==> config.mk <==
export PLATFORM = sky130hd
export DESIGN_NAME = burst_splitter
export DESIGN_NICKNAME = d
export VERILOG_FILES = /design/src/rtl/bsplit_pkg.sv /design/src/rtl/bsplit_limit.sv /design/src/rtl/bsplit_frag_calc.sv /design/src/rtl/burst_splitter.sv
export SDC_FILE = /design/constraint.sdc
export NUM_CORES = 1
export LEC_CHECK = 0
export BUFFER_PORTS_ARGS = -buffer_cell sky130_fd_sc_hd__buf_2
export CAP_MARGIN = 40
export CORE_AREA = 5 5 161 163
export CTS_CLUSTER_DIAMETER = 120
export DETAILED_ROUTE_END_ITERATION = 8
export DIE_AREA = 0 0 166 168
export GPL_TIMING_DRIVEN = 0
export PLACE_DENSITY_LB_ADDON = 0.2
export RECOVER_POWER = 50
export SLEW_MARGIN = 10
export SYNTH_ARGS = -nofsm -noshare
export SYNTH_HDL_FRONTEND = slang
export SYNTH_SLANG_ARGS = --single-unit
==> constraint.sdc <==
create_clock -name clk -period 25.5 [get_ports clk]
set_input_delay 5.1 -clock clk [delete_from_list [all_inputs] [get_ports clk]]
set_output_delay 5.1 -clock clk [all_outputs]
set_load 0.01 [all_outputs]
==> src/rtl/bsplit_pkg.sv <==
package bsplit_pkg;

    // Width of one burst limit field.
    localparam int LIM_W = 16;

    typedef logic [LIM_W-1:0] lim_t;

    typedef enum logic [1:0] {
        BS_IDLE,
        BS_ISSUE,
        BS_WAIT
    } bs_state_e;

    // Tighter of two limits; a zero means "no cap" from that source.
    // The result is all-ones when neither source caps.
    function automatic lim_t tighter_limit(lim_t a, lim_t b);
        lim_t r;
        if (a == '0 && b == '0)      r = '1;
        else if (a == '0)            r = b;
        else if (b == '0)            r = a;
        else                         r = (a < b) ? a : b;
        return r;
    endfunction

endpackage

==> src/rtl/bsplit_limit.sv <==
module bsplit_limit
    import bsplit_pkg::*;
#(
    parameter int NUM_REQ = 4,
    parameter int NUM_DEV = 16,
    parameter int ID_W    = 2,
    parameter int DEV_W   = 4
) (
    input  logic [NUM_REQ*LIM_W-1:0] req_max,
    input  logic [NUM_DEV*LIM_W-1:0] dev_max,
    input  logic [ID_W-1:0]          id,
    input  logic [DEV_W-1:0]         dev,
    output lim_t                     limit
);

    lim_t req_tab [NUM_REQ];
    lim_t dev_tab [NUM_DEV];

    for (genvar g = 0; g < NUM_REQ; g++) begin : g_req
        assign req_tab[g] = req_max[g*LIM_W +: LIM_W];
    end

    for (genvar g = 0; g < NUM_DEV; g++) begin : g_dev
        assign dev_tab[g] = dev_max[g*LIM_W +: LIM_W];
    end

    assign limit = tighter_limit(req_tab[id], dev_tab[dev]);

endmodule

==> src/rtl/bsplit_frag_calc.sv <==
module bsplit_frag_calc
    import bsplit_pkg::*;
#(
    parameter int LEN_W      = 16,
    parameter int PAGE_BYTES = 1024,
    parameter int PAGE_W     = $clog2(PAGE_BYTES)
) (
    input  logic [PAGE_W-1:0] page_off,
    input  logic [LEN_W-1:0]  left,
    input  lim_t              limit,
    output logic [LEN_W-1:0]  frag_len
);

    localparam int CW = ((LEN_W > LIM_W) ? LEN_W : LIM_W) + 1;

    logic [CW-1:0] page_room;
    logic [CW-1:0] pick;

    always_comb begin
        page_room = CW'(PAGE_BYTES) - CW'(page_off);
        pick      = CW'(left);
        if (CW'(limit) < pick)  pick = CW'(limit);
        if (page_room < pick)   pick = page_room;
        frag_len  = LEN_W'(pick);
    end

endmodule

==> src/rtl/burst_splitter.sv <==
module burst_splitter
    import bsplit_pkg::*;
#(
    parameter int ADDR_W     = 28,
    parameter int LEN_W      = 16,
    parameter int NUM_REQ    = 4,
    parameter int NUM_DEV    = 16,
    parameter int PAGE_BYTES = 1024,
    localparam int ID_W      = $clog2(NUM_REQ),
    localparam int DEV_W     = $clog2(NUM_DEV),
    localparam int PAGE_W    = $clog2(PAGE_BYTES)
) (
    input  logic                     clk,
    input  logic                     rst,
    input  logic                     req_valid,
    output logic                     req_ready,
    input  logic [ADDR_W-1:0]        req_addr,
    input  logic [LEN_W-1:0]         req_len,
    input  logic [ID_W-1:0]          req_id,
    input  logic [NUM_REQ*LIM_W-1:0] req_burst_max,
    input  logic [NUM_DEV*LIM_W-1:0] dev_burst_max,
    output logic                     frag_valid,
    input  logic                     frag_ready,
    output logic [ADDR_W-1:0]        frag_addr,
    output logic [LEN_W-1:0]         frag_len,
    output logic [ID_W-1:0]          frag_id,
    input  logic                     frag_done,
    output logic                     xfer_done,
    output logic [ID_W-1:0]          xfer_id
);

    typedef struct packed {
        logic [ADDR_W-1:0] addr;
        logic [LEN_W-1:0]  left;
        logic [ID_W-1:0]   id;
    } job_t;

    bs_state_e        state;
    job_t             job_q;
    logic [LEN_W-1:0] issued_q;
    logic             done_q;
    logic [ID_W-1:0]  done_id_q;
    lim_t             lim_c;
    logic [LEN_W-1:0] cut_c;

    bsplit_limit #(
        .NUM_REQ (NUM_REQ),
        .NUM_DEV (NUM_DEV),
        .ID_W    (ID_W),
        .DEV_W   (DEV_W)
    ) u_limit (
        .req_max (req_burst_max),
        .dev_max (dev_burst_max),
        .id      (job_q.id),
        .dev     (job_q.addr[ADDR_W-1 -: DEV_W]),
        .limit   (lim_c)
    );

    bsplit_frag_calc #(
        .LEN_W      (LEN_W),
        .PAGE_BYTES (PAGE_BYTES),
        .PAGE_W     (PAGE_W)
    ) u_calc (
        .page_off (job_q.addr[PAGE_W-1:0]),
        .left     (job_q.left),
        .limit    (lim_c),
        .frag_len (cut_c)
    );

    always_ff @(posedge clk) begin
        if (rst) begin
            state     <= BS_IDLE;
            job_q     <= '0;
            issued_q  <= '0;
            done_q    <= 1'b0;
            done_id_q <= '0;
        end else begin
            done_q <= 1'b0;
            case (state)
                BS_IDLE: begin
                    if (req_valid) begin
                        job_q <= '{addr: req_addr, left: req_len, id: req_id};
                        if (req_len == '0) begin
                            done_q    <= 1'b1;
                            done_id_q <= req_id;
                        end else begin
                            state <= BS_ISSUE;
                        end
                    end
                end
                BS_ISSUE: begin
                    if (frag_ready) begin
                        issued_q <= cut_c;
                        state    <= BS_WAIT;
                    end
                end
                BS_WAIT: begin
                    if (frag_done) begin
                        job_q.addr <= job_q.addr + ADDR_W'(issued_q);
                        job_q.left <= job_q.left - issued_q;
                        if (job_q.left == issued_q) begin
                            done_q    <= 1'b1;
                            done_id_q <= job_q.id;
                            state     <= BS_IDLE;
                        end else begin
                            state <= BS_ISSUE;
                        end
                    end
                end
                default: state <= BS_IDLE;
            endcase
        end
    end

    assign req_ready  = (state == BS_IDLE);
    assign frag_valid = (state == BS_ISSUE);
    assign frag_addr  = job_q.addr;
    assign frag_len   = cut_c;
    assign frag_id    = job_q.id;
    assign xfer_done  = done_q;
    assign xfer_id    = done_id_q;

    // Assertions
    AST_PAGE_SAFE: assert property (@(posedge clk) disable iff (rst)
        frag_valid |-> (int'(frag_addr[PAGE_W-1:0]) + int'(frag_len)) <= PAGE_BYTES);

    AST_CAP_RESPECTED: assert property (@(posedge clk) disable iff (rst)
        frag_valid |-> int'(frag_len) <= int'(lim_c));

    AST_FRAG_NONZERO: assert property (@(posedge clk) disable iff (rst)
        frag_valid |-> (frag_len != '0) && (frag_len <= job_q.left));

    AST_ONE_OUTSTANDING: assert property (@(posedge clk) disable iff (rst)
        (state == BS_WAIT && !frag_done) |=> !frag_valid);

    AST_FRAG_HOLD: assert property (@(posedge clk) disable iff (rst)
        (frag_valid && !frag_ready) |=> frag_valid && $stable(frag_addr)
            && $stable(frag_len) && $stable(frag_id));

    AST_LAST_DONE: assert property (@(posedge clk) disable iff (rst)
        (state == BS_WAIT && frag_done && job_q.left == issued_q)
            |=> xfer_done && req_ready && (xfer_id == $past(job_q.id)));

    AST_ZERO_LEN: assert property (@(posedge clk) disable iff (rst)
        (req_valid && req_ready && req_len == '0) |=> xfer_done && !frag_valid);

endmodule

Yosys cells after proc, flatten, opt, wreduce, memory -nomap -nowiden
Index checks and enable logic that the tools add are counted.

Register bits: 67. Output and inout port bits: 51. Logic and storage cells: 68.

$add $sub $neg: 3. $lt $le $gt $ge: 5. Equal/unequal tests: 9. Multiplexer cells: 31. Bitwise logic cells: 2. Reduce and logical (&&, ||, !) cells: 11.

Operators by type and width (count): 16-bit two-way mux (10); 44-bit case mux with 2 select lines (1); 16-bit binary-select mux with 4-bit select (1); 16-bit logical NOT (3); 46-bit two-way mux (1); 44-bit two-way mux (1); 16-bit binary-select mux with 2-bit select (1); 16-bit < comparator (2); 28-bit by 16-bit adder with 28-bit output (1); 17-bit by 16-bit < comparator with 1-bit output (1); 16-bit equality test (1); 2-bit two-way mux (8); 16-bit subtractor (1); 11-bit by 10-bit subtractor with 12-bit output (first input constant) (1); 2-bit != test (second input constant) (4); 2-bit case mux with 3 select lines (1); 5-bit greater-or-equal comparator (second input constant) (1); 1-bit two-way mux (5); 4-bit NOT with 5-bit output (1); 5-bit AND reduction (1); 2-bit by 1-bit != test with 1-bit output (second input constant) (2); 2-bit case mux with 2 select lines (1); 2-bit AND reduction (2); 4-bit AND reduction (1); other kinds (9) (9).

Logic depth before layout (Yosys ltp)
Gate-level depths: netlist (run 1).

Word-level depth: 13. Depth in mapped cells: 44. Gate-level depth less buffers: 37.

Cells and area by module
A second synthesis (run 1) with hierarchy kept.

Cell total of the unflattened synthesis: 1063. Area total of the unflattened synthesis: 9210.1 um^2.

By module, submodules not included: burst_splitter (instances 1, cells each 629, area an instance 4828.4 um^2, sequential area each 1341.3 um^2); bsplit_limit (instances 1, cells each 284, area an instance 3241.9 um^2, sequential area each 0.0 um^2); bsplit_frag_calc (instances 1, cells each 150, area an instance 1139.8 um^2, sequential area each 0.0 um^2).

Worst setup path after synthesis (run 1)
OpenSTA, ideal clock, no wires.

Kind: input -> output. Start: in dev_burst_max[242]. End: out frag_len[10]. Arrival: 12015 ps. Slack: 8385 ps. Stages on the path: 39. Buffers on the path: 5. Cell sequence: mux4_2 > a22oi_1 > nand2_1 > inv_1 > ha_1 > a21o_1 > a211o_1 > a211oi_1 > nor3_1 > a21o_1 > a21o_1 > clkbuf_1 > clkbuf_1 > o21ai_0 > nand2_1 > ha_1 > o21a_1 > o21a_1 > [... 3 more ...] > nand3_1 > o221a_2 > buf_2 > buf_2 > a21oi_1 > a21oi_1 > ha_1 > a21o_1 > a21o_1 > a21oi_1 > o21ai_0 > a211o_1 > or3_1 > o21ai_0 > a21oi_2 > buf_4 > mux2_1 > inv_1.

Word-level cells in the longest chain between the ends: 12. Elaborated cells between the ends (all ways): 14. Those cells by class: order compare: 3; mux: 9; reduce/logical: 2.

Ends and longest elaborated chain: from (decl) (line burst_splitter.sv:21) `input logic [NUM_DEV*LIM_W-1:0] dev_burst_max,`; 16-bit binary-select mux with 4-bit select * (line bsplit_limit.sv:27) `assign limit = tighter_limit(req_tab[id], dev_tab[dev]);`; 16-bit two-way mux (implied by the code) * (2 in series) (line bsplit_limit.sv:27); 16-bit < comparator (line bsplit_pkg.sv:21) `else r = (a < b) ? a : b;`; 16-bit two-way mux (line bsplit_pkg.sv:21); 16-bit two-way mux (line bsplit_pkg.sv:20) `else if (b == '0) r = a;`; 16-bit two-way mux (line bsplit_pkg.sv:19) `else if (a == '0) r = b;`; 16-bit two-way mux * (line bsplit_pkg.sv:18) `if (a == '0 && b == '0) r = '1;`; 16-bit < comparator (line bsplit_frag_calc.sv:22) `if (CW'(limit) < pick) pick = CW'(limit);`; 16-bit two-way mux * (line bsplit_frag_calc.sv:22); 17-bit by 16-bit < comparator with 1-bit output (line bsplit_frag_calc.sv:23) `if (page_room < pick) pick = page_room;`; 16-bit two-way mux * (line bsplit_frag_calc.sv:23); to (decl) (line burst_splitter.sv:25) `output logic [LEN_W-1:0] frag_len,`.

Every way passes the cells marked *; elsewhere a longest branch is shown, timed or not. The select of a mux whose other input is x is not followed.

Worst setup path after layout (run 1)
Start: in dev_burst_max[163]. End: out frag_len[7].

Same word-level chain as after synthesis.

==> out/metrics.yaml, run 1 <==
sta:
  finalCritPeriodShare_pct: 75.76
  setup_ws_ps: 6182
  period_needed_ps: 19320
  max_freq_mhz: 51.77
  drv_slew: 0
  skew_ps: 11.44
  worst_hold_slack_ps: 498.7
  setup_violations: 0
  finalSetupTns_ps: 0
  worstMarginPinSlew_ps: 862.7
  hold_viol: 0
  slew_headroom_pct: 42.49
  grt_setup_unrepaired: "no"
worst_setup_path:
  critPathArrivalTime_ps: 14220
  slowest_delay_ps: 750
  cp-start-kind: "input pin"
  crit_slowest_cell: "a211oi_1"
  worstPathMaxFanout: 10
  end_kind: "primary output"
  crit_type: "input pin to primary output"
  cp.required_ps: 20400
power:
  pwr_density_cell_nw_per_um2: 50.03
  power.leakage_uw: 0.005308
  total_power_uw: 578.3
  vdd_drop_max_mv: 0.03399
route:
  drt_wl_total_mm: 43.67
  wl_met1_mm: 19.32
  wl_per_cell_um: 24.25
  wl_met3_mm: 3.257
  routed.top_layer: "met4"
  ant_nets: 0
  drt_pass1_iterations: 6
  drt_iter0_drc: 949
  met2_length_mm: 20.10
  vias: 10460
  drc: 0
  vias_per_cell: 5.810
die:
  rows: 57
  design.die.area_um2: 27890
  core_area_um2: 24180
  start_util_pct: 36.24
  die_x_um: 166
  die_y_um: 168
  ios: 422
logic_synthesis:
  synthDistinctLibCells: 61
  async_reset_ff_share_pct: 0
  synth-main-ff-cell: "dfxtp_1"
  synth_top_area_cell: "mux4_2"
  synthSimpleGateAreaFrac_pct: 16.24
  syn_area_per_cell_um2: 8.409
  synth_compound_area_share_pct: 22.12
  netlist_top_cells_area: "mux4_2, dfxtp_1, ha_1"
  yosys.area_share.adder_pct: 10.74
  ys_ff_latch: 67
  yosysSeqAreaShare_pct: 15.31
  synth_xor_area_share_pct: 2.399
  synth_top_area_share_pct: 20.56
  syn-instance-count: 1042
  synth_edf_count: 0
  synth_top_family_by_area: "multiplexers"
  syn-cell-area_um2: 8762
  yosys_warnings: 0
  muxShareOfSynthArea_pct: 23.25
placement:
  io_buffers: 416
  dp.final_hpwl_mm: 37.10
  routabilityCongestion: 0.9812
  pre_cts_ws_ps: 6455
grt:
  grt_pass1_vias: 10680
  grt_pass1_wl_mm: 65.15
  antenna_found_initial: 3
  track_usage_pct: 30.05
  grt-ovfl-total: 0
  grt_max_degree: 12
final_layout:
  fin_nets: 1918
  drive_gt1_share_pct: 37.60
  syn_to_final_growth_pct: 31.90
  layout_common_cells: "buf_2, nand2_1, inv_1"
  layout_commonest_cell: "buf_2"
flow_run:
  max_cap_viol_count: 0
cts:
  cts_resized: 0
  clk_pin_slew_ps: 60
  clk-insertion-delay-late_ps: 340
  postCtsSetupRepairBufs: 0
  clock-sinks: 67
  cts_made_buffers: 9
  h-tree-depth: 3
  hold_buffers: 0
  cts_root_buf: "clkbuf_16"
  clk_path_buf_depth: 2
  tritoncts: "yes"
worst_hold_path:
  min_path_type: "register to register"
outcome:
  status: "finished, final reports clean"
==> worst max-delay path: cells and delay by family <==
family                   cells  cell delay [ps]
adder cells (fa/ha/maj)      3              990
AO/OA/AOI/OAI               17             4990
AND/OR/NAND/NOR              5              800
multiplexers                 3              750
buffers and inverters        9             1570
==> kinds of logic (layout without fill, tap and decap cells) <==
family                   after synthesis  in the layout
flip-flops                            67             67
XOR/XNOR                              24             24
buffers and inverters                187            617
multiplexers                         102            102
adder cells (fa/ha/maj)               74             74
other                                  1              6
AND/OR/NAND/NOR                      297            297
AO/OA/AOI/OAI                        290            290
==> cell usage after synthesis (all sizes together) (23+ instances only) <==
library cell,n
a21o,23
nand2,87
clkbuf,46
dfxtp,67
nor2,69
mux4,80
o21ai,59
inv,81
a22oi,28
a211oi,23
buf,60
a21oi,70
ha,72
nor3,30
==> state kept, by name, indices dropped and copies added, names as in the netlist <==
register and flops:
job_q 16, frag_addr 28, state 2, xfer_id 2, frag_id 2, xfer_done 1
issued_q 16
==> per-layer routing <==
metal,up-vias,GRT usage [%]
met1,5104,41.85
met4,0,6.098
met2,526,49.64
li1,4779,-
met5,-,0
met3,54,4.830
==> area by class of cell <==
| cell class | instances | area (µm²) |
|---|---|---|
| Antenna cell | 1 | 2.502 |
| Inverter | 81 | 304.0 |
| Sequential cell | 67 | 1341 |
| Clock buffer | 9 | 225.2 |
| Clock inverter | 5 | 80.08 |
| Timing Repair Buffer | 416 | 2061 |
| Buffer | 106 | 564.3 |
| Multi-Input combinational cell | 792 | 6574 |
| Fill cell | 2442 | 12620 |
| Tap cell | 324 | 405.4 |
==> stage by stage <==
step           std cells  instance area (µm²)  util (%)
6_report            1801                11560     47.80
5_1_grt             1800                11550     47.79
4_1_cts             1800                11580     47.88
3_5_place_dp        1786                11270     46.62
3_3_place_gp        1786                11260     46.59
2_1_floorplan       1046                 8777         -
==> worst paths after layout <==
kind | cells after the start | slack (ps) | startpoint | endpoint
setup / recovery | 37 | 6180 | dev_burst_max[163] | frag_len[7]
setup reg to reg | 37 | 15210 | frag_addr[25] | issued_q[7]
hold / removal | 2 | 500 | issued_q[13] | issued_q[13]
hold reg to reg | 2 | 500 | issued_q[13] | issued_q[13]
==> report_power, final <==
group / total [µW] / switching, µW / internal (µW) / leakage [µW]
Sequential: 121 / 8.98 / 112 / 0.000549
Combinational: 323 / 183 / 139 / 0.00462
Clock: 134 / 50.1 / 84.4 / 0.000143
Total: 578 / 242 / 336 / 0.00531
No activity file was read; power rests on OpenSTA's default activity.
==> inputs of run 2 (changes only) <==
--- a/config.mk
+++ b/config.mk
@@ -5,12 +5,13 @@
 export SDC_FILE = /design/constraint.sdc
 export NUM_CORES = 1
 export LEC_CHECK = 0
+export ABC_AREA = 1
 export BUFFER_PORTS_ARGS = -buffer_cell sky130_fd_sc_hd__buf_2
 export CAP_MARGIN = 40
-export CORE_AREA = 5 5 161 163
+export CORE_AREA = 5 5 160 162
 export CTS_CLUSTER_DIAMETER = 120
 export DETAILED_ROUTE_END_ITERATION = 8
-export DIE_AREA = 0 0 166 168
+export DIE_AREA = 0 0 165 167
 export GPL_TIMING_DRIVEN = 0
 export PLACE_DENSITY_LB_ADDON = 0.2
 export RECOVER_POWER = 50
==> constraint.sdc (replaced) <==
create_clock -name clk -period 16.5 [get_ports clk]
set_input_delay 3.3 -clock clk [delete_from_list [all_inputs] [get_ports clk]]
set_output_delay 3.3 -clock clk [all_outputs]
set_load 0.01 [all_outputs]
==> out/metrics.yaml, run 2 <==
worst_setup_path:
  r2r_slack_ps: 9280  # -5930 ps
  end_kind: "primary output"
  crit_slowest_cell: "buf_1"
  crit_type: "input pin to primary output"
  worstReg2RegEnd: "issued_q[7]"
  cp.required_ps: 13200  # -7200 ps
  critPathArrivalTime_ps: 9410  # -4810 ps
  cp-start-kind: "input pin"
  slowest_delay_ps: 370  # -380 ps
  critPathMostFrequentCell: "nand2_1"
  r2r_cells: 44  # +19%
  r2r_start: "frag_addr[26]"
  worstPathMaxFanout: 10  # unchanged
grt:
  grt_pass1_wl_mm: 67.45  # +3.5%
  grt_use_met2_pct: 53.21  # +3.6 points
  track_usage_pct: 31.37  # +1.3 points
  grt_pass1_vias: 11970  # +12%
  top_usage_layer: "met2"
  grt-ovfl-total: 0  # unchanged
  grtUsageMet1_pct: 41.64  # -0.22 points
  grt_max_degree: 13  # +1
  use_met3_pct: 5.314  # +0.48 points
  antenna_found_initial: 5  # +2
power:
  pwr_density_cell_nw_per_um2: 117.5  # +130%
  power.leakage_uw: 0.006164  # +16%
  vdd_drop_max_mv: 0.1113  # +230%
cts:
  tritoncts: "yes"
  cts_resized: 0  # unchanged
  postCtsSetupRepairBufs: 0  # unchanged
  h-tree-depth: 3  # unchanged
  clk_pin_slew_ps: 60  # about the same
  clk-insertion-delay-late_ps: 350  # about the same
  hold_buffers: 0  # unchanged
  clk_path_buf_depth: 2  # unchanged
  cts_root_buf: "clkbuf_16"
  cts_made_buffers: 9  # unchanged
  clock-sinks: 67  # unchanged
sta:
  drv_slew: 0  # unchanged
  slew_headroom_pct: 41.62  # -0.86 points
  setup_ws_ps: 3788  # -2394 ps
  period_needed_ps: 12710
  skew_ps: 6.244  # -5.197 ps
  finalCritPeriodShare_pct: 77.04
  setup_violations: 0  # unchanged
  hold_viol: 0  # unchanged
  grt_setup_unrepaired: "no"
  finalSetupTns_ps: 0  # unchanged
  worstMarginPinSlew_ps: 875.7  # +12.97 ps
  max_freq_mhz: 78.67
route:
  vias_per_cell: 5.433  # -6.5%
  vias: 12330  # +18%
  drt_iter0_drc: 942  # -0.74%
  drt_pass1_iterations: 6  # unchanged
  drt_wl_total_mm: 45.09  # +3.3%
  ant_nets: 0  # unchanged
  wl_per_cell_um: 19.87  # -18%
  drc: 0  # unchanged
logic_synthesis:
  synth_top_area_cell: "dfxtp_1"
  ys_ff_latch: 67  # unchanged
  synth_compound_area_share_pct: 30.69  # +8.6 points
  synthTopCellsByCount: "nand2_1, a21oi_1, inv_1"
  synth_top_area_share_pct: 14.58  # -6.0 points
  yosys_warnings: 0  # unchanged
  synthDistinctLibCells: 55  # -9.8%
  synth_edf_count: 0  # unchanged
  async_reset_ff_share_pct: 0  # unchanged
  synthSimpleGateAreaFrac_pct: 27.45  # +11 points
  syn-cell-area_um2: 9203  # +5.0%
  synth_top_family_by_area: "compound AO/OA/AOI/OAI gates"
  yosysSeqAreaShare_pct: 14.58  # -0.73 points
  synth-main-ff-cell: "dfxtp_1"
  syn_area_per_cell_um2: 6.111  # -27%
  netlist_top_cells_area: "dfxtp_1, nand2_1, ha_1"
  synth_xor_area_share_pct: 1.903  # -0.50 points
  muxShareOfSynthArea_pct: 0  # -23 points
  synth_most_common_cell: "nand2_1"
  yosys.area_share.adder_pct: 10.22  # -0.51 points
  syn-instance-count: 1506  # +45%
worst_hold_path:
  min_path_type: "register to register"
  holdPathEnd: "issued_q[12]"
  holdPathStages: 2  # unchanged
  min_from: "issued_q[12]"
die:
  die_y_um: 167  # -0.60%
  die_x_um: 165  # -0.60%
  core_area_um2: 23960  # -0.88%
  ios: 422  # unchanged
  design.die.area_um2: 27560  # -1.2%
  start_util_pct: 38.40  # +2.2 points
  rows: 57  # unchanged
placement:
  dp.final_hpwl_mm: 38.12  # +2.7%
  io_buffers: 415  # -0.24%
  routabilityCongestion: 0.9773  # -0.40%
  placed_cell_area_um2: 11700  # +3.8%
  pre_cts_ws_ps: 3947  # -2508 ps
final_layout:
  largest_reg_flops: 28  # unchanged
  layout_commonest_cell: "buf_2"
  fin_util_pct: 50.17  # +2.4 points
  drive_gt1_share_pct: 28.13  # -9.5 points
  design_area_um2: 12020  # +4.0%
  syn_to_final_growth_pct: 30.63
  fin_nets: 2381  # +24%
  layout_common_cells: "buf_2, nand2_1, a21oi_1"
flow_run:
  max_cap_viol_count: 0  # unchanged
outcome:
  status: "finished, final reports clean"
## run 2: metal layers
layer	wire length (µm)	share of wire (%)
met1	19330	43
met2	21360	47
met3	3505	7.8
met4	880	2.0
met5	13	0.029
## run 2: final cells by class
class / count / area (µm²)
antenna: 4 / 10.01
buffer: 130 / 807.0
clock buffer: 9 / 225.2
clock inverter: 7 / 116.4
fill: 2651 / 11940
inverter: 151 / 576.8
multi-input combinational: 1162 / 6485
sequential: 67 / 1341
tap: 324 / 405.4
timing repair buffer: 415 / 2054
## run 2: through the flow
stage          std cells  power [µW]  hold slack (ps)
2_1_floorplan       1510       880.1            452.4
3_3_place_gp        2249        1162            470.2
3_5_place_dp        2249        1178            472.8
4_1_cts             2265        1407            483.0
5_1_grt             2269        1537            502.1
6_report            2269        1412            482.6
## run 2: how the worst max path moves through the flow
stage / from / endpoint / depth (start not counted)
after floorplan: dev_burst_max[167] / frag_len[2] / 41
after global placement: dev_burst_max[107] / frag_len[6] / 41
after detailed placement: dev_burst_max[107] / frag_len[2] / 41
after CTS: dev_burst_max[107] / frag_len[2] / 41
after global routing: dev_burst_max[101] / frag_len[2] / 42
final: dev_burst_max[213] / frag_len[2] / 42
## run 2: cell families (layout without fill, tap and decap cells)
kind of cell | after synthesis | count (layout)
flops | 67 | 67
other cells | 1 | 9
compound gates | 491 | 491
buf+inv | 281 | 712
fa+ha+maj | 74 | 74
simple gates | 572 | 572
xor+xnor | 20 | 20
## run 2: worst max-delay path: cells and delay by family
| kind | cells | cell delay (ps) |
|---|---|---|
| AO/OA/AOI/OAI | 12 | 2210 |
| AND/OR/NAND/NOR | 17 | 1540 |
| buffers and inverters | 10 | 1460 |
| adder cells (fa/ha/maj) | 3 | 870 |
## run 2: where the power goes
part	total (µW)	internal (µW)	switching (µW)
clock	227	147	79.8
sequential	198	179	19.1
combinational	987	374	613
==> inputs of run 3 (changes only) <==
--- a/config.mk
+++ b/config.mk
@@ -8,10 +8,10 @@
 export ABC_AREA = 1
 export BUFFER_PORTS_ARGS = -buffer_cell sky130_fd_sc_hd__buf_2
 export CAP_MARGIN = 40
-export CORE_AREA = 5 5 160 162
+export CORE_AREA = 5 5 161 163
 export CTS_CLUSTER_DIAMETER = 120
 export DETAILED_ROUTE_END_ITERATION = 8
-export DIE_AREA = 0 0 165 167
+export DIE_AREA = 0 0 166 168
 export GPL_TIMING_DRIVEN = 0
 export PLACE_DENSITY_LB_ADDON = 0.2
 export RECOVER_POWER = 50
==> constraint.sdc (replaced) <==
create_clock -name clk -period 12.65 [get_ports clk]
set_input_delay 2.53 -clock clk [delete_from_list [all_inputs] [get_ports clk]]
set_output_delay 2.53 -clock clk [all_outputs]
set_load 0.01 [all_outputs]
==> out/metrics.yaml, run 3 (same netlist as run 2, synthesis figures left out) <==
worst_setup_path:
  cp.required_ps: 10120  # -3080 ps
  r2r_cells: 43  # -2.3%
  cp-start-kind: "input pin"
  critPathArrivalTime_ps: 8660  # -750 ps
  crit_family: "compound AO/OA/AOI/OAI gates"
  slowest_delay_ps: 400  # +30 ps
  end_kind: "primary output"
  crit_slowest_cell: "buf_1"
  path_buf_inv: 10  # unchanged
  crit_type: "input pin to primary output"
  r2r_start: "frag_addr[26]"
  worstReg2RegEnd: "issued_q[9]"
  critPathMostFrequentCell: "nand2_1"
  r2r_slack_ps: 5580  # -3700 ps
  worstPathMaxFanout: 10  # unchanged
cts:
  cts_root_buf: "clkbuf_16"
  cts_resized: 0  # unchanged
  clk_path_buf_depth: 2  # unchanged
  clk_pin_slew_ps: 60  # about the same
  clk-insertion-delay-late_ps: 350  # about the same
  clock-sinks: 67  # unchanged
  hold_buffers: 0  # unchanged
  postCtsSetupRepairBufs: 0  # unchanged
  tritoncts: "yes"
  h-tree-depth: 3  # unchanged
  cts_made_buffers: 9  # unchanged
grt:
  grt_pass1_vias: 11980  # +0.084%
  grt_max_degree: 11  # -2
  grt-ovfl-total: 0  # unchanged
  antenna_found_initial: 4  # -1
  grt_pass1_wl_mm: 66.93  # -0.78%
  track_usage_pct: 30.52  # -0.85 points
placement:
  routabilityCongestion: 0.9817  # +0.45%
  place_inst: 2249  # unchanged
  pre_cts_ws_ps: 1656  # -2291 ps
  dp.final_hpwl_mm: 38.31  # +0.52%
  placed_cell_area_um2: 11700  # unchanged
  io_buffers: 415  # unchanged
power:
  vdd_drop_max_mv: 0.1770  # +59%
  total_power_uw: 1804  # +28%
  power.leakage_uw: 0.006151  # -0.21%
  pwr_density_cell_nw_per_um2: 150.6  # +28%
final_layout:
  largest_reg_flops: 28  # unchanged
  design_area_um2: 11980  # -0.36%
  syn_to_final_growth_pct: 30.16
  layout_common_cells: "buf_2, nand2_1, a21oi_1"
  fin_cells: 2267  # -0.088%
  fin_nets: 2381  # unchanged
  layout_commonest_cell: "buf_2"
  drive_gt1_share_pct: 28.09  # -0.037 points
flow_run:
  max_cap_viol_count: 0  # unchanged
die:
  die_x_um: 166  # +0.61%
  ios: 422  # unchanged
  core_area_um2: 24180  # +0.89%
  design.die.area_um2: 27890  # +1.2%
  die_y_um: 168  # +0.60%
  rows: 57  # unchanged
  start_util_pct: 38.06  # -0.34 points
worst_hold_path:
  min_path_type: "register to register"
  holdPathEnd: "issued_q[14]"
  holdPathStages: 2  # unchanged
  min_from: "issued_q[14]"
route:
  drt_pass1_iterations: 6  # unchanged
  wl_per_cell_um: 19.97  # +0.50%
  vias_per_cell: 5.404  # -0.54%
  drt_wl_total_mm: 45.28  # +0.41%
  drt_iter0_drc: 1147  # +22%
  drc: 0  # unchanged
  ant_nets: 0  # unchanged
  vias: 12250  # -0.62%
sta:
  skew_ps: 7.148  # +0.9042 ps
  hold_viol: 0  # unchanged
  finalSetupTns_ps: 0  # unchanged
  max_freq_mhz: 89.37
  drv_slew: 0  # unchanged
  finalCritPeriodShare_pct: 88.46
  setup_violations: 0  # unchanged
  grt_setup_unrepaired: "no"
  setup_ws_ps: 1460  # -2328 ps
  slew_headroom_pct: 43.93  # +2.3 points
  period_needed_ps: 11190
  worstMarginPinSlew_ps: 841.1  # -34.55 ps
outcome:
  status: "finished, final reports clean"
## run 3: cell count changes in the layout (fill, tap and decap cells not counted), sizes merged
cell | previous run | this run
clkinv | 5 | 3
diode | 4 | 3
bufinv | 3 | 1
clkbuf | 87 | 91
clkinvlp | 1 | 0
## run 3: routing by layer
metal	global-route usage, %	wire length (µm)	vias to the layer above
li1	-	-	6021
met1	37.79	18880	5593
met2	51.42	20920	543
met3	7.667	3854	92
met4	11.23	1606	2
met5	0	12	-
## run 3: layout make-up
type | instances | area [µm²]
sequential | 67 | 1341
buffer | 130 | 810.8
clock inverter | 2 | 35.03
antenna | 3 | 7.507
multi-input combinational | 1162 | 6485
clock buffer | 13 | 260.3
fill | 2620 | 12200
timing repair buffer | 415 | 2056
inverter | 151 | 576.8
tap | 324 | 405.4
## run 3: worst max path at each step
stage / from / to / slack [ps] / cells past startpoint
after floorplan: dev_burst_max[167] / frag_len[2] / 2860 / 41
after global placement: dev_burst_max[213] / frag_len[3] / 1670 / 42
after detailed placement: dev_burst_max[107] / frag_len[4] / 1660 / 41
after CTS: dev_burst_max[107] / frag_len[4] / 1620 / 41
after global routing: dev_burst_max[213] / frag_len[1] / 950 / 42
final: dev_burst_max[213] / frag_len[3] / 1460 / 42
## run 3: metrics by stage
step	utilization (%)	hold WS [ps]
5_1_grt	49.54	516.5
3_3_place_gp	48.39	470.3
6_report	49.54	480.8
2_1_floorplan	-	452.4
3_5_place_dp	48.39	470.8
4_1_cts	49.61	480.4
## run 3: power breakdown
group	internal, µW	leakage, µW	switching [µW]
combinational	487	0.00545	800
clock	162	0.000146	96.0
sequential	234	0.000551	24.6
total	883	0.00615	921
## run 3: worst reg2reg max path, delay by kind of cell, from the launching register on
kind / cells / cell delay [ps]
adder cells (fa/ha/maj): 3 / 960
AND/OR/NAND/NOR: 18 / 1500
buffers and inverters: 12 / 2160
AO/OA/AOI/OAI: 10 / 2050
flip-flops: 1 / 300
